**src/rtl/mdio_mgmt_pkg.sv**
```systemverilog
package mdio_mgmt_pkg;
  localparam int REG_W     = 16;
  localparam int FIELD_W   = 5;
  localparam int PRE_LEN   = 32;
  localparam int FRAME_LEN = PRE_LEN + 4 + 2 * FIELD_W + 2 + REG_W;
  localparam int TA_IDX    = PRE_LEN + 4 + 2 * FIELD_W;
  localparam int DATA_IDX  = TA_IDX + 2;
  localparam int OFF_CTL   = 'h14;
  localparam int OFF_DATA  = 'h16;
  localparam int BIT_WR    = 13;
  localparam int BIT_FIN   = 14;

  typedef struct packed {
    logic               wr;
    logic [FIELD_W-1:0] phy;
    logic [FIELD_W-1:0] regn;
  } mgmt_cmd_t;
endpackage

```
**src/rtl/mdio_clk_div.sv**
```systemverilog
module mdio_clk_div #(
  parameter int DIV_HALF = 4
) (
  input  logic clk,
  input  logic rst,
  input  logic run,
  output logic mdc,
  output logic rise_tk,
  output logic fall_tk
);
  localparam int CW = (DIV_HALF > 1) ? $clog2(DIV_HALF) : 1;

  logic [CW-1:0] cnt_q;
  logic          mdc_q;
  logic          wrap;

  assign wrap    = (cnt_q == CW'(DIV_HALF - 1));
  assign rise_tk = run && wrap && !mdc_q;
  assign fall_tk = run && wrap && mdc_q;
  assign mdc     = mdc_q;

  always_ff @(posedge clk) begin
    if (rst || !run) begin
      cnt_q <= '0;
      mdc_q <= 1'b0;
    end else if (wrap) begin
      cnt_q <= '0;
      mdc_q <= ~mdc_q;
    end else begin
      cnt_q <= cnt_q + 1'b1;
    end
  end
endmodule

```
**src/rtl/mdio_frame_shifter.sv**
```systemverilog
module mdio_frame_shifter
  import mdio_mgmt_pkg::*;
(
  input  logic             clk,
  input  logic             rst,
  input  logic             go,
  input  mgmt_cmd_t        go_cmd,
  input  logic [REG_W-1:0] tx_data,
  input  logic             rise_tk,
  input  logic             fall_tk,
  input  logic             mdio_i,
  output logic             busy,
  output logic             mdio_o,
  output logic             mdio_oe,
  output logic             rd_done,
  output logic [REG_W-1:0] rd_value
);
  localparam int IDX_W = $clog2(FRAME_LEN);

  logic                 busy_q, wr_q, oe_q, done_q;
  logic [IDX_W-1:0]     idx_q;
  logic [FRAME_LEN-1:0] sh_q;
  logic [REG_W-1:0]     rx_q;
  logic [FRAME_LEN-1:0] frame;

  assign frame = {{PRE_LEN{1'b1}}, 2'b01,
                  go_cmd.wr ? 2'b01 : 2'b10,
                  go_cmd.phy, go_cmd.regn,
                  go_cmd.wr ? 2'b10 : 2'b00,
                  go_cmd.wr ? tx_data : {REG_W{1'b0}}};

  always_ff @(posedge clk) begin
    if (rst) begin
      busy_q <= 1'b0;
      wr_q   <= 1'b0;
      oe_q   <= 1'b0;
      done_q <= 1'b0;
      idx_q  <= '0;
      sh_q   <= '0;
      rx_q   <= '0;
    end else begin
      done_q <= 1'b0;
      if (go && !busy_q) begin
        busy_q <= 1'b1;
        wr_q   <= go_cmd.wr;
        idx_q  <= '0;
        sh_q   <= frame;
        oe_q   <= 1'b1;
      end else if (busy_q) begin
        if (rise_tk && !wr_q && idx_q >= IDX_W'(DATA_IDX))
          rx_q <= {rx_q[REG_W-2:0], mdio_i};
        if (fall_tk) begin
          sh_q <= {sh_q[FRAME_LEN-2:0], 1'b0};
          if (idx_q == IDX_W'(FRAME_LEN - 1)) begin
            busy_q <= 1'b0;
            oe_q   <= 1'b0;
            done_q <= !wr_q;
          end else begin
            idx_q <= idx_q + 1'b1;
            if (!wr_q && idx_q == IDX_W'(TA_IDX - 1))
              oe_q <= 1'b0;
          end
        end
      end
    end
  end

  assign busy     = busy_q;
  assign mdio_o   = sh_q[FRAME_LEN-1];
  assign mdio_oe  = oe_q;
  assign rd_done  = done_q;
  assign rd_value = rx_q;

  // line released by the engine across turnaround and data of a read
  p_read_release_r8: assert property (@(posedge clk) disable iff (rst)
    (busy_q && !wr_q && idx_q >= IDX_W'(TA_IDX)) |-> !oe_q);
  // no drive while idle
  p_idle_no_drive_r7: assert property (@(posedge clk) disable iff (rst)
    !busy_q |-> !oe_q);
endmodule

```
**src/rtl/mdio_host_port.sv**
```systemverilog
module mdio_host_port
  import mdio_mgmt_pkg::*;
#(
  parameter int HOST_AW = 32
) (
  input  logic               clk,
  input  logic               rst,
  input  logic               host_addr_wr,
  input  logic [HOST_AW-1:0] host_addr,
  input  logic               host_wdata_wr,
  input  logic [REG_W-1:0]   host_wdata,
  output logic [REG_W-1:0]   host_rdata,
  input  logic               busy,
  input  logic               rd_done,
  input  logic [REG_W-1:0]   rd_value,
  output logic               go,
  output mgmt_cmd_t          go_cmd,
  output logic [REG_W-1:0]   tx_data
);
  localparam int OFF_W = HOST_AW - 1;

  logic [REG_W-1:0] stage_q, data_q, rdata_q, rd_mux, ctl_word;
  mgmt_cmd_t        cmd_q;
  logic             store, hit_ctl, hit_data, cmd_acc, data_acc;

  assign store    = host_addr[HOST_AW-1];
  assign hit_ctl  = host_addr[OFF_W-1:0] == OFF_W'(OFF_CTL);
  assign hit_data = host_addr[OFF_W-1:0] == OFF_W'(OFF_DATA);
  assign cmd_acc  = host_addr_wr && store && hit_ctl && !busy;
  assign data_acc = host_addr_wr && store && hit_data && !busy;

  assign go_cmd = '{wr: stage_q[BIT_WR], phy: stage_q[12:8],
                    regn: stage_q[FIELD_W-1:0]};
  assign go      = cmd_acc;
  assign tx_data = data_q;

  assign ctl_word = {1'b0, !busy, cmd_q.wr, cmd_q.phy, 3'b000, cmd_q.regn};

  always_comb begin
    rd_mux = '0;
    if (hit_ctl)  rd_mux = ctl_word;
    if (hit_data) rd_mux = data_q;
  end

  always_ff @(posedge clk) begin
    if (rst) begin
      stage_q <= '0;
      data_q  <= '0;
      rdata_q <= '0;
      cmd_q   <= '0;
    end else begin
      if (host_wdata_wr) stage_q <= host_wdata;
      if (rd_done)       data_q  <= rd_value;
      if (data_acc)      data_q  <= stage_q;
      if (cmd_acc)       cmd_q   <= go_cmd;
      if (host_addr_wr && !store) rdata_q <= rd_mux;
    end
  end

  assign host_rdata = rdata_q;

  // an accepted command makes the engine busy at the next edge
  p_go_sets_busy_r5: assert property (@(posedge clk) disable iff (rst)
    go |=> busy);
  // command store during a frame leaves the command untouched
  p_busy_cmd_ignored_r9: assert property (@(posedge clk) disable iff (rst)
    (host_addr_wr && store && hit_ctl && busy) |=> $stable(cmd_q));
endmodule

```
**src/rtl/mdio_mgmt_engine.sv**
```systemverilog
module mdio_mgmt_engine
  import mdio_mgmt_pkg::*;
#(
  parameter int HOST_AW  = 32,
  parameter int DIV_HALF = 4
) (
  input  logic               clk,
  input  logic               rst,
  input  logic               host_addr_wr,
  input  logic [HOST_AW-1:0] host_addr,
  input  logic               host_wdata_wr,
  input  logic [REG_W-1:0]   host_wdata,
  output logic [REG_W-1:0]   host_rdata,
  output logic               mdc,
  output logic               mdio_o,
  output logic               mdio_oe,
  input  logic               mdio_i
);
  logic             busy, go, rd_done, rise_tk, fall_tk;
  mgmt_cmd_t        go_cmd;
  logic [REG_W-1:0] tx_data, rd_value;

  mdio_host_port #(.HOST_AW(HOST_AW)) u_host (
    .clk(clk), .rst(rst),
    .host_addr_wr(host_addr_wr), .host_addr(host_addr),
    .host_wdata_wr(host_wdata_wr), .host_wdata(host_wdata),
    .host_rdata(host_rdata),
    .busy(busy), .rd_done(rd_done), .rd_value(rd_value),
    .go(go), .go_cmd(go_cmd), .tx_data(tx_data)
  );

  mdio_clk_div #(.DIV_HALF(DIV_HALF)) u_div (
    .clk(clk), .rst(rst), .run(busy),
    .mdc(mdc), .rise_tk(rise_tk), .fall_tk(fall_tk)
  );

  mdio_frame_shifter u_shift (
    .clk(clk), .rst(rst), .go(go), .go_cmd(go_cmd), .tx_data(tx_data),
    .rise_tk(rise_tk), .fall_tk(fall_tk), .mdio_i(mdio_i),
    .busy(busy), .mdio_o(mdio_o), .mdio_oe(mdio_oe),
    .rd_done(rd_done), .rd_value(rd_value)
  );

  // management clock parked low while idle
  p_idle_mdc_low_r7: assert property (@(posedge clk) disable iff (rst)
    !busy |-> !mdc);
  // data line holds still across an mdc rising edge
  p_mdio_hold_rise_r7: assert property (@(posedge clk) disable iff (rst)
    $rose(mdc) |-> $stable(mdio_o));
endmodule

```
**config.mk**
```make
export PLATFORM = sky130hd
export DESIGN_NAME = mdio_mgmt_engine
export DESIGN_NICKNAME = d
export VERILOG_FILES = /design/src/rtl/mdio_mgmt_pkg.sv /design/src/rtl/mdio_clk_div.sv /design/src/rtl/mdio_frame_shifter.sv /design/src/rtl/mdio_host_port.sv /design/src/rtl/mdio_mgmt_engine.sv
export SDC_FILE = /design/constraint.sdc
export NUM_CORES = 1
export LEC_CHECK = 0
export BUFFER_PORTS_ARGS = -buffer_cell sky130_fd_sc_hd__buf_2
export CORE_MARGIN = 10
export CORE_UTILIZATION = 50
export CTS_CLUSTER_SIZE = 8
export DETAILED_ROUTE_END_ITERATION = 10
export GPL_TIMING_DRIVEN = 0
export PLACE_DENSITY = 0.82
export SYNTH_ARGS = -nofsm -noshare
export SYNTH_HDL_FRONTEND = slang
export SYNTH_SLANG_ARGS = --single-unit
```
**constraint.sdc**
```tcl
create_clock -name clk -period 2.3 [get_ports clk]
set_input_delay 0.115 -clock clk [delete_from_list [all_inputs] [get_ports clk]]
set_output_delay 0.115 -clock clk [all_outputs]
set_load 0.02 [all_outputs]
```
==> summary.md <==
The flow ran to the end, and the final reports show no timing, DRC or antenna violations. The run gives 17 as the number of buffers created by CTS. The number of design rule violations left after detail routing is 0, and the placement-stage worst setup slack is 0.270 ns. The timing-limited maximum frequency is 0.462 GHz. The number of antenna violations at the first check in global routing is 1, and the average instance area after synthesis is 9.06 µm².

Layout overhead on the synthesized area: 20.6%. CTS placed an instance of sky130_fd_sc_hd__clkbuf_16 at the clock tree root. The final-report hold violation count came out at 0. For the count of standard-cell rows, the log shows 41. The hold path startpoint was host_addr[31].

Most instantiated library cell after synthesis: sky130_fd_sc_hd__nand2_1. For this run, asynchronously set or reset flops after synthesis account for 0%. Counting instances, the worst hold path has a depth of 4. The path with the worst hold slack has its endpoint at u_host.host_rdata[7]. The largest fanout on the critical path is 10. Once routing completed, OpenROAD measured the worst setup slack at 0.136 ns. For the worst-skew pair, the clock arrives at the later sink with an insertion delay of 0.43 ns. In this run the tightest slew margin relative to its limit is 52.6%. The synthesized netlist net count was 777. The filler cells instantiated in the layout total 1071. Across the routed clock network, the largest skew measured is 0.00814 ns. Summed over all layers, the global routing overflow is 0. The launching element type of the critical path was a flop. TritonCTS built the clock tree. Counting flops and latches in the post-synthesis netlist gives 151.

Routability-driven placement congestion ratio: 0.906. Total cell area at the placement stage: 7090 µm². The tool flagged a number of max-cap violations equal to 0. During synthesis, Yosys emitted a total of 0 warnings.

The startpoint of the most critical register-to-register path is u_div.cnt_q[0]. 72 I/O pins were placed. Entering global routing, the biggest net connects 17 pins. The total die area was 18000 µm². The tools report the global-route total usage across every layer as 19.2%.

In this run the remaining antenna-violating nets after routing total 0. In this run the tool buffered the top-level ports with 69 buffer cells. The number of antenna diodes in the final layout is 0.

For the worst setup path, the data arrival time is 2.46 ns. The via count of the first global-routing pass is 5447, and the area share of the largest cell type after synthesis is 46.3%. At the end of the flow, the number of nets in the layout was 882. By area the synthesized netlist is led by sky130_fd_sc_hd__dfxtp_1 (46%), sky130_fd_sc_hd__mux2i_1 (14%), sky130_fd_sc_hd__nand2_1 (8.9%), sky130_fd_sc_hd__mux2_2 (3.8%), sky130_fd_sc_hd__nor2_1 (3.3%). The die is 134 µm tall. In the finished design, the share of the clock period the worst path needs comes to 94.1%. The total of endpoints with negative setup slack in the final report is 0, and the pin slew with the least headroom to its limit is 0.712 ns. The path class of the tightest hold or removal check is primary input to flop. The start-to-end type of the worst setup path was flop to flop. For this block, the routed nets add up to 16.7 mm of wire. The netlist uses 45 different library cells. The data required time at the worst endpoint is 2.59 ns. Measured in cells, the most critical reg-to-reg path has a length of 7. The critical path starts at u_div.cnt_q[0]. The floorplan step set the die width to 134 µm. In this run, synthesis inferred 0 flip-flops with an integrated enable. The worst flop-to-flop path endpoint was u_shift.rd_value[12]. The run gives 0 ns as the summed negative setup slack over all endpoints. The commonest cells after synthesis are sky130_fd_sc_hd__nand2_1 (154), sky130_fd_sc_hd__dfxtp_1 (151), sky130_fd_sc_hd__mux2i_1 (94).

For the first-pass iteration count of the detailed router, the log shows 5. Synthesis handed over a netlist of 721 instances. After clock tree synthesis, the clock-pin slew on the worst setup and hold paths is 0.06 ns.

After routing the design area is 7870 µm². Counting every sink on the clock net gives 151. The power per cell area is 729 nW/µm², and the peak supply drop is 602 µV.

The wire length of the first global-routing pass was 27.8 mm; the number of vias after detailed routing was 5389. The placed wire-length estimate after detailed placement came out at 11.5 mm. Dividing the detail-routed via count by the number of cells gives 5.33. The share of final-layout standard cells stronger than drive strength 1 works out to 18.8%. The worst setup path is captured at a flop.

The setup check on the worst reg-to-reg path leaves a slack of 0.14 ns. The detailed router finished its first iteration with 394 violations. Setup repair after global routing left no endpoint under its margin. In this run the deepest clock path goes through 2 buffers. The effective utilization at floorplan was 51.3%.

Summed over all cells, the static leakage comes to 3.04 nW. The count of final max-slew check failures was 0. The worst path needs 2.16 ns of the cycle, external delays included. The cell area after technology mapping came out at 6530 µm². The total core area was 12700 µm². Dividing the detail-routed wire length by the instance count gives 16.5 µm. The most common flop cell mapped by yosys was sky130_fd_sc_hd__dfxtp_1. The clock tree synthesis step divided the H-tree into 4 levels.

Of the synthesized area, sequential elements account for 46.3%. The largest total area in the synthesized netlist belongs to sky130_fd_sc_hd__dfxtp_1.
-- placed cells by master, fill, tap and decap left out, drive strengths merged, types with 4 or more instances in the layout --
cell type and instances:
o21ai 13, a21o 10, nand3 4, a21oi 23, buf 99, and4 4, nand4 6, nor4b 4
mux2 22, nand2b 22, nand2 154, dfxtp 151, nor3 7, a31oi 33, dlygate4sd3 17, nor2b 10
nor4 8, clkbuf 52, mux2i 94, or2 10, nor2 58
-- stage by stage --
stage          power (W)  hold slack, ns  cells  util, %
3_5_place_dp     0.00290           0.358    962     55.7
5_1_grt          0.00590           0.112   1011     61.9
2_1_floorplan    0.00281           0.262    721        -
4_1_cts          0.00574          0.0770   1011     61.9
6_report         0.00574          0.0994   1011     61.9
3_3_place_gp     0.00289           0.348    962     55.7
-- what timing repair did --
item	CTS	global route
buffers inserted	0	0
setup endpoints to repair	0	0
hold buffers	17	0
gates resized for setup	0	0
hold endpoints to repair	17	0
-- sequential cells by signal, indices dropped and copies added (netlist names) --
signal	cells
u_host.cmd_q	11
u_shift.mdio_oe	1
u_shift.busy	1
u_host.tx_data	16
u_div.mdc	1
u_shift.rd_value	16
u_div.cnt_q	2
u_shift.idx_q	6
u_shift.sh_q	64
u_host.stage_q	16
u_host.host_rdata	16
u_shift.rd_done	1
-- logic make-up after synthesis --
logic type / synth area share [%]
mux: 18.2
flops: 46.3
buf+inv: 4.68
simple gates: 21.3
xor+xnor: 0.805
compound gates: 8.14
fa+ha+maj: 0.575
-- worst max path at each step --
stage / endpoint / slack, ns / cells past startpoint
floorplan: u_shift.rd_value[15] / 0.68 / 7
global placement: u_shift.rd_value[12] / 0.23 / 7
detailed placement: u_shift.rd_value[12] / 0.27 / 7
CTS: u_shift.rd_value[12] / 0.24 / 7
global route: u_shift.rd_value[12] / 0.003 / 7
finish: u_shift.rd_value[12] / 0.14 / 7
-- routing by layer --
layer	GRT usage (%)	wire length [µm]	vias to the layer above
met5	0	0	-
met4	9.73	658	0
met3	4.93	820	40
met2	32.3	8350	144
met1	21.9	6900	2530
li1	-	-	2675
-- power breakdown --
group,internal [W],switching [W]
clock network,0.00182,0.00105
logic,0.0000983,0.000130
registers,0.00263,0.00000895
-- final cells by class --
type                       count  area (µm²)  area share [%]
inverter                       2        7.51          0.0954
buffer                        57         298            3.78
clock buffer                  25         495            6.29
timing repair buffer          86         515            6.55
clock inverter                 7         116            1.48
sequential                   151        3020            38.4
multi-input combinational    511        3200            40.7
tap                          172         215            2.73
-- critical path, cell delays in order, from the launching register on --
cell	delay [ns]
sky130_fd_sc_hd__dfxtp_1	0.34
sky130_fd_sc_hd__ha_1	0.27
sky130_fd_sc_hd__nand4b_1	0.13
sky130_fd_sc_hd__nor3b_1	0.43
sky130_fd_sc_hd__buf_2	0.32
sky130_fd_sc_hd__buf_4	0.25
sky130_fd_sc_hd__mux2i_1	0.21
sky130_fd_sc_hd__nor2_1	0.07
Note: power is estimated with default switching activity, not from simulation.
